===== config.mk =====
export PLATFORM = sky130hd
export DESIGN_NAME = usb_in_ep_tx
export DESIGN_NICKNAME = d
export VERILOG_FILES = /design/src/rtl/usb_in_ep_pkg.sv /design/src/rtl/usb_in_ep_slots.sv /design/src/rtl/usb_in_ep_seq.sv /design/src/rtl/usb_in_ep_irq.sv /design/src/rtl/usb_in_ep_tx.sv
export SDC_FILE = /design/constraint.sdc
export NUM_CORES = 1
export LEC_CHECK = 0
export ABC_CLOCK_PERIOD_IN_PS = 2800
export BUFFER_PORTS_ARGS = -buffer_cell sky130_fd_sc_hd__buf_2
export CORE_AREA = 5 5 42 44
export DETAILED_ROUTE_END_ITERATION = 8
export DIE_AREA = 0 0 47 49
export PLACE_DENSITY = 0.71
export SKIP_CTS_REPAIR_TIMING = 1
export SLEW_MARGIN = 20
export SYNTH_ARGS = -nofsm -noshare
export SYNTH_HDL_FRONTEND = slang
export SYNTH_SLANG_ARGS = --single-unit
export TNS_END_PERCENT = 30

===== constraint.sdc =====
create_clock -name clk -period 2.8 [get_ports clk]
set_input_delay 0.28 -clock clk [delete_from_list [all_inputs] [get_ports clk]]
set_output_delay 0.28 -clock clk [all_outputs]
set_load 0.01 [all_outputs]

===== src/rtl/usb_in_ep_pkg.sv =====
// Shared types for the IN endpoint transmit controller.
// Assumes: transfer type and response codes are fixed two-bit encodings.
package usb_in_ep_pkg;
    typedef enum logic [1:0] {
        XF_BULK = 2'd0,
        XF_INTR = 2'd1,
        XF_ISO  = 2'd2,
        XF_RSVD = 2'd3
    } xfer_e;

    typedef enum logic [1:0] {
        RSP_NONE = 2'd0,
        RSP_DATA = 2'd1,
        RSP_NAK  = 2'd2,
        RSP_ZLP  = 2'd3
    } rsp_e;
endpackage


===== src/rtl/usb_in_ep_slots.sv =====
// Counts the packets that are ready in the endpoint FIFO and flags loads that arrive when full.
// Assumes: release is only raised while the count is non-zero.
module usb_in_ep_slots #(
    parameter int CNT_W = 2
) (
    input  logic             clk,
    input  logic             rst_n,
    input  logic [CNT_W-1:0] cap,
    input  logic             load,
    input  logic             release_slot,
    input  logic             clr_ovf,
    output logic [CNT_W-1:0] count,
    output logic             ovf_sts
);
    logic             load_ok;
    logic [CNT_W-1:0] count_nxt;

    // Work out the next count: an accepted load adds one, a release takes one away.
    always_comb begin
        load_ok   = load && (count < cap);
        count_nxt = count;
        if (load_ok)      count_nxt = count_nxt + CNT_W'(1);
        if (release_slot) count_nxt = count_nxt - CNT_W'(1);
    end

    // Register the count and the sticky overflow flag; a new overflow wins over a clear.
    always_ff @(posedge clk) begin
        if (!rst_n) begin
            count   <= '0;
            ovf_sts <= 1'b0;
        end else begin
            count <= count_nxt;
            if (load && !load_ok) ovf_sts <= 1'b1;
            else if (clr_ovf)     ovf_sts <= 1'b0;
        end
    end
endmodule


===== src/rtl/usb_in_ep_seq.sv =====
// Chooses the reply to each IN token, keeps the data toggle and tracks the awaited handshake.
// Assumes: tokens, acks and timeouts are one-cycle pulses from the serializer.
module usb_in_ep_seq
    import usb_in_ep_pkg::*;
(
    input  logic       clk,
    input  logic       rst_n,
    input  xfer_e      xfer,
    input  logic       force_tog,
    input  logic       have_pkt,
    input  logic       in_token,
    input  logic       hs_ack,
    input  logic       hs_timeout,
    output logic       rsp_valid,
    output rsp_e       rsp_kind,
    output logic       rsp_toggle,
    output logic       release_slot,
    output logic       underrun
);
    logic is_iso, take, send, acked, timed_out, start_wait, tog_flip;
    logic toggle, await_hs;

    // Decode this cycle's events from the token, handshake and mode.
    always_comb begin
        is_iso       = (xfer == XF_ISO);
        take         = in_token && !await_hs;
        send         = take && have_pkt;
        acked        = await_hs && hs_ack;
        timed_out    = await_hs && hs_timeout && !hs_ack;
        start_wait   = send && !is_iso && !force_tog;
        release_slot = (send && (is_iso || force_tog)) || acked;
        underrun     = take && !have_pkt && is_iso;
        tog_flip     = (send && force_tog && !is_iso) || acked;
    end

    // Hold the toggle and the awaiting-handshake state.
    always_ff @(posedge clk) begin
        if (!rst_n) begin
            toggle   <= 1'b0;
            await_hs <= 1'b0;
        end else begin
            if (tog_flip) toggle <= ~toggle;
            if (start_wait)              await_hs <= 1'b1;
            else if (acked || timed_out) await_hs <= 1'b0;
        end
    end

    // Register the one-cycle response to an accepted token.
    always_ff @(posedge clk) begin
        if (!rst_n) begin
            rsp_valid  <= 1'b0;
            rsp_kind   <= RSP_NONE;
            rsp_toggle <= 1'b0;
        end else begin
            rsp_valid  <= take;
            rsp_toggle <= send && !is_iso && toggle;
            if (send)      rsp_kind <= RSP_DATA;
            else if (take) rsp_kind <= is_iso ? RSP_ZLP : RSP_NAK;
            else           rsp_kind <= RSP_NONE;
        end
    end
endmodule


===== src/rtl/usb_in_ep_irq.sv =====
// Raises the endpoint interrupt on completions and errors and keeps the underrun flag.
// Assumes: clears are write-1 pulses; a set in the same cycle wins.
module usb_in_ep_irq (
    input  logic clk,
    input  logic rst_n,
    input  logic slot_freed,
    input  logic underrun,
    input  logic dma_en,
    input  logic dma_mode,
    input  logic clr_irq,
    input  logic clr_underrun,
    output logic ep_irq,
    output logic underrun_sts
);
    logic irq_set;

    // A completion counts unless DMA mode hides it; an underrun always counts.
    always_comb irq_set = (slot_freed && !(dma_en && dma_mode)) || underrun;

    // Keep the interrupt and the sticky underrun flag.
    always_ff @(posedge clk) begin
        if (!rst_n) begin
            ep_irq       <= 1'b0;
            underrun_sts <= 1'b0;
        end else begin
            if (irq_set)      ep_irq <= 1'b1;
            else if (clr_irq) ep_irq <= 1'b0;
            if (underrun)          underrun_sts <= 1'b1;
            else if (clr_underrun) underrun_sts <= 1'b0;
        end
    end
endmodule


===== src/rtl/usb_in_ep_tx.sv =====
// Top of the IN endpoint transmit controller: slot count, reply choice, toggle, DMA request, interrupt.
// Assumes: all strobes are synchronous one-cycle pulses; configuration is stable while traffic runs.
module usb_in_ep_tx
    import usb_in_ep_pkg::*;
#(
    parameter int SLOT_MAX = 2,
    localparam int CNT_W = $clog2(SLOT_MAX + 1)
) (
    input  logic             clk,
    input  logic             rst_n,
    input  logic [1:0]       cfg_xfer_type,
    input  logic             cfg_dbl_buf,
    input  logic             cfg_force_tog,
    input  logic             cfg_dma_en,
    input  logic             cfg_dma_mode,
    input  logic             pkt_loaded,
    input  logic             in_token,
    input  logic             hs_ack,
    input  logic             hs_timeout,
    input  logic             clr_irq,
    input  logic             clr_underrun,
    input  logic             clr_overflow,
    output logic             rsp_valid,
    output logic [1:0]       rsp_kind,
    output logic             rsp_toggle,
    output logic [CNT_W-1:0] pkt_count,
    output logic             dma_req,
    output logic             ep_irq,
    output logic             underrun_sts,
    output logic             overflow_sts
);
    logic [CNT_W-1:0] cap;
    logic             freed, underrun;
    rsp_e             kind;

    // Capacity follows the double-buffer setting; the DMA request follows free space.
    always_comb begin
        cap      = cfg_dbl_buf ? CNT_W'(SLOT_MAX) : CNT_W'(1);
        dma_req  = cfg_dma_en && (pkt_count < cap);
        rsp_kind = kind;
    end

    usb_in_ep_slots #(.CNT_W(CNT_W)) u_slots (
        .clk(clk), .rst_n(rst_n), .cap(cap), .load(pkt_loaded),
        .release_slot(freed), .clr_ovf(clr_overflow),
        .count(pkt_count), .ovf_sts(overflow_sts)
    );

    usb_in_ep_seq u_seq (
        .clk(clk), .rst_n(rst_n), .xfer(xfer_e'(cfg_xfer_type)),
        .force_tog(cfg_force_tog), .have_pkt(pkt_count != '0),
        .in_token(in_token), .hs_ack(hs_ack), .hs_timeout(hs_timeout),
        .rsp_valid(rsp_valid), .rsp_kind(kind), .rsp_toggle(rsp_toggle),
        .release_slot(freed), .underrun(underrun)
    );

    usb_in_ep_irq u_irq (
        .clk(clk), .rst_n(rst_n), .slot_freed(freed), .underrun(underrun),
        .dma_en(cfg_dma_en), .dma_mode(cfg_dma_mode), .clr_irq(clr_irq),
        .clr_underrun(clr_underrun), .ep_irq(ep_irq), .underrun_sts(underrun_sts)
    );
endmodule


# --- Word-level counts from Yosys, hierarchy flattened ---
# Cells that the tools add are included.
op_classes:
  n_addsub: 2
  order_cmp: 1
  n_eq_ne: 1
  n_mux: 14
  bitwise_logic: 3
  reduce_logical: 36
op_table:
  columns: ["op", "count"]
  rows:
  - ["1-bit logical AND", 18]
  - ["1-bit two-way mux", 11]
  - ["2-bit nonzero test", 5]
  - ["1-bit zero test", 7]
  - ["2-bit two-way mux", 3]
  - ["1-bit logical OR", 5]
  - ["1-bit inverter", 3]
  - ["3-bit OR reduction", 1]
  - ["2-bit by 1-bit adder with 2-bit output (second input constant)", 1]
  - ["2-bit == test (second input constant)", 1]
  - ["2-bit < comparator", 1]
  - ["2-bit by 1-bit subtractor with 2-bit output (second input constant)", 1]
word_totals:
  regBits: 11
  out_inout_bits: 10
  wordCells: 67

# --- Logic depth before layout (Yosys ltp) ---
depth:
  ltp_word: 8
  ltp_mapped: 6

# --- Hierarchy ---
# From an unflattened synthesis, not the netlist that was laid out.
hier_totals:
  cells_unflattened: 61
  hier_area_um2: 576.8
by_module_without_submodules:
  columns: ["mod", "instances", "cells_per_inst", "area_per_inst_um2"]
  rows:
  - ["usb_in_ep_seq", 1, 26, 255.2]
  - ["usb_in_ep_slots", 1, 23, 209.0]
  - ["usb_in_ep_irq", 1, 7, 76.3]
  - ["usb_in_ep_tx", 1, 5, 36.3]

# --- Worst setup path before layout ---
# No wires, ideal clock.
synth_timing:
  path_type: "register to register"
  start: "register u_slots.count[0]"
  end: "register u_slots.count[1]"
  setup_time_ps: 121
  arrival_ps: 1568
  t_required_ps: 2679
  setup_slack_ps: 1110
  stages_incl_launch_ff: 7
  synth_period_minus_slack_ps: 1690
  path_cell_list: "dfxtp_1 -> inv_1 -> ha_1 -> nor3b_4 -> o21ai_2 -> a22o_1 -> mux2_4"
synth_between:
  elab_chain_len: 5
  word_cells_on_any_way: 10
  classes_between: "add/sub (2); order compare (1); mux (2); reduce/logical (5)"
synth_lines:
  columns: ["item", "line", "text"]
  rows:
  - ["from (decl)", "usb_in_ep_slots.sv:12", "output logic [CNT_W-1:0] count,"]
  - ["from (signal assigned)", "usb_in_ep_slots.sv:32", "count <= count_nxt;"]
  - ["2-bit < comparator / 2-bit nonzero test (equally long branches)", "usb_in_ep_slots.sv:20, usb_in_ep_tx.sv:51", null]
  - ["1-bit logical AND, on equally long branches", "usb_in_ep_slots.sv:20, usb_in_ep_seq.sv:27", null]
  - ["2-bit two-way mux / 1-bit logical AND (equally long branches)", "usb_in_ep_slots.sv:22, usb_in_ep_seq.sv:31", null]
  - ["2-bit by 1-bit subtractor with 2-bit output / 1-bit logical OR (equally long branches)", "usb_in_ep_slots.sv:23, usb_in_ep_seq.sv:31", null]
  - ["2-bit two-way mux *", "usb_in_ep_slots.sv:23", "if (release_slot) count_nxt = count_nxt - CNT_W'(1);"]
# Mark *: on every way between the ends. The rest lies on a longest branch, timed or not.
# A chain may end at the register's enable or synchronous reset.

# --- Worst setup path in the final report ---
# Same ends and word-level chain as after synthesis.

==> results by group <==
STA
  • Final period util: 0.622
  • Clock skew: 0.780 ps
  • Fin Setup TNS: 0 ps
  • Final worst setup slack: 1060 ps
  • Hold slack: 275 ps
  • Worst Max-Slew Pin Slew: 264 ps
  • Final min period: 1740 ps
  • Setup Viol. Count Final: 0
  • Unrepaired setup endpoints after global routing: no
  • Max transition margin: 0.823
  • Final Hold Vio Count: 0
  • Max-slew violations: 0
  • Highest Clock Rate: 575 MHz

Clocking
  • TritonCTS clock tree: done
  • Worst-path clk slew: 70 ps
  • Htree depth: 1
  • Max clock buf depth: 2
  • Clk_lat worst skew: 270 ps
  • Clk sinks: 11
  • Clock root cell: clkbuf_4
  • Num CTS Buffers: 3

Route
  • DR top layer: met4
  • First-iteration detailed-routing DRC count: 13
  • First-pass DRT Iterations: 6
  • Final wirelength: 1220 um
  • Avg WL per Cell: 11.8 um
  • Vias per cell: 5.10
  • Met1 WL: 490 um
  • Wire length on met2: 611 um
  • Wire length on met3: 98 um
  • Routed vias: 530
  • ANT nets after route: 0
  • DRC violations left: 0

Setup path
  • Worst setup EP type: flip-flop
  • Critical path required time: 2960 ps
  • CP max stage delay: 400 ps
  • Critical setup path kind: reg -> reg
  • Cell family with most CP delay: flip-flops
  • R2r worst-path depth: 6
  • R2r setup slk: 1060 ps
  • Crit-path max FO: 6
  • R2R Path Start: u_slots.count[0]$_SDFF_PN0_
  • Critical path data arrival time: 1900 ps
  • Critical Path Start Type: flip-flop
  • Slowest CP cell: dfxtp_1
  • Critical R2R Capture: u_slots.count[1]$_SDFF_PN0_
  • Worst setup path startpoint: u_slots.count[0]$_SDFF_PN0_
  • WP buf/inv: 1
  • CP Cell Sequence: inv_1 > ha_1 > nor3b_4 > o21ai_2 > a22o_1 > mux2_4

Final layout
  • Final instance area: 706 um^2
  • Ant diodes: 0
  • Nets: 106
  • Area grow syn2layout: 30.9%
  • Core Util, Final: 0.504
  • Fin cells: 104
  • Share of post-route cells with drive strength above 1: 0.341
  • Fill count: 142

Pwr
  • Peak supply drop: 0.000261 V
  • Leakage: 0.340 nW
  • Pwr Total: 0.435 mW
  • Pwr per Cell Area: 616 nW/um^2

Logic synthesis
  • Syn. warnings: 0
  • Synthesized area per cell: 8.99 um^2
  • Synth Instances: 60
  • Most area-consuming cells after synthesis: dfxtp_1, ha_1, nand2b_1
  • Area leader, netlist: dfxtp_1
  • Post-synthesis register bit count: 11
  • Area of the mapped netlist: 539 um^2
  • Syn nets: 77
  • Synth top area share: 0.408
  • Seq/Total Area, Yosys: 0.408
  • Synth cell types: 27

Place
  • Post-place setup slack: 1080 ps
  • DP HPWL: 965 um
  • Placed cells: 100
  • Placement Cell Area: 679 um^2
  • Routability cong.: 0.804
  • PortBufs: 24

Die
  • Core Area: 1400 um^2
  • Number of I/O pins: 25
  • Die X-Extent: 47 um
  • Num rows: 14
  • Initial Util: 0.385
  • Die area: 2300 um^2
  • Die height: 49 um

Job
  • # Max-Cap Violations: 0

GRT
  • First-pass GRT wire length: 1900 um
  • Gr ovfl total: 0
  • Global Route Usage Sum: 0.117
  • Maximum number of pins on one net before global-route repair: 7
  • Vias in the first global route: 517
  • Initial antenna violation count: 0

Min path
  • Worst hold stages: 3
  • Hold Path End: u_irq.underrun_sts$_SDFFE_PN0P_
  • HP Class: in -> reg
  • Hold path startpoint: clr_underrun

Run status
  • Outcome: complete, no violations
[where the power goes]
part | total (mW) | switching, mW | internal (mW)
sequential | 0.187 | 0.0122 | 0.175
combinational | 0.139 | 0.0716 | 0.0674
clock | 0.109 | 0.0535 | 0.0552
total | 0.435 | 0.137 | 0.297
[layout make-up]
class / instances / area, um^2 / area share
inverters: 4 / 15.0 / 0.0213
clock buffers: 4 / 26.3 / 0.0372
multi-input cells: 45 / 304 / 0.431
well taps: 16 / 20.0 / 0.0284
repair buffers: 24 / 120 / 0.170
flip-flops and latches: 11 / 220 / 0.312
[worst max path at each step]
| stage | to | depth (start not counted) | slack [ps] |
|---|---|---|---|
| floorplan | u_slots.count[1]$_SDFF_PN0_ | 6 | 1110 |
| global placement | u_slots.count[1]$_SDFF_PN0_ | 6 | 1120 |
| detailed placement | u_slots.count[1]$_SDFF_PN0_ | 6 | 1080 |
| CTS | u_slots.count[1]$_SDFF_PN0_ | 6 | 1050 |
| global route | u_slots.count[1]$_SDFF_PN0_ | 6 | 970 |
| finish | u_slots.count[1]$_SDFF_PN0_ | 6 | 1060 |
[metal layers]
| layer | vias to the layer above | global-route usage |
|---|---|---|
| met2 | 18 | 0.183 |
| met1 | 242 | 0.120 |
| met4 | 0 | 0.0737 |
| li1 | 266 | - |
| met5 | - | 0 |
| met3 | 4 | 0.0554 |
[worst min-delay path: stages]
cell	delay [ps]
buf_2	70
nand2b_1	90
a21oi_1	60
[Yosys cell counts]
| master | number |
|---|---|
| nand3_1 | 1 |
| nor3_1 | 1 |
| a21o_1 | 1 |
| a21oi_1 | 4 |
| xor2_1 | 1 |
| nor3b_4 | 1 |
| nor2b_1 | 3 |
| ha_1 | 2 |
| a31oi_1 | 1 |
| o21a_1 | 2 |
| a32oi_1 | 1 |
| a22o_1 | 2 |
| mux2_4 | 1 |
| o21ai_0 | 2 |
| inv_1 | 4 |
| o21ai_2 | 1 |
| and2_1 | 2 |
| and3_1 | 2 |
| nand2b_1 | 4 |
| dfxtp_1 | 11 |
| nor3b_1 | 1 |
| o21ai_1 | 1 |
| nand4_1 | 1 |
| nand3b_1 | 1 |
| nor2_1 | 3 |
| nand2_1 | 5 |
| a21boi_0 | 1 |
[sequential cells by signal, summed over array words and instances, names as in the netlist]
| signal | cells |
|---|---|
| u_slots.count | 2 |
| u_seq.rsp_kind | 2 |
| u_seq.rsp_toggle | 1 |
| u_seq.toggle | 1 |
| u_seq.await_hs | 1 |
| u_slots.ovf_sts | 1 |
| u_irq.underrun_sts | 1 |
| u_irq.ep_irq | 1 |
| u_seq.rsp_valid | 1 |
[cells by family (layout without fill, tap and decap cells)]
family / Yosys count / count (layout) / share of synthesized area
mux: 1 / 1 / 0.0278
simple gates: 25 / 25 / 0.276
flops: 11 / 11 / 0.408
xor+xnor: 1 / 1 / 0.0162
buf+inv: 4 / 32 / 0.0278
compound gates: 16 / 16 / 0.197
fa+ha+maj: 2 / 2 / 0.0464
[cell usage in the layout, fill, tap and decap left out]
cell type,instances
ha_1,2
nand2b_1,4
nor2_1,3
nand3b_1,1
a21boi_0,1
a31oi_1,1
o21ai_0,2
o21ai_2,1
nand2_1,5
mux2_4,1
nor3_1,1
clkbuf_4,3
o21a_1,2
buf_2,24
clkbuf_1,1
and3_1,2
and2_1,2
nor2b_1,3
nand4_1,1
nand3_1,1
a21o_1,1
a21oi_1,4
o21ai_1,1
xor2_1,1
a22o_1,2
nor3b_1,1
inv_1,4
nor3b_4,1
a32oi_1,1
dfxtp_1,11
Power figures use the tool's default switching activity.
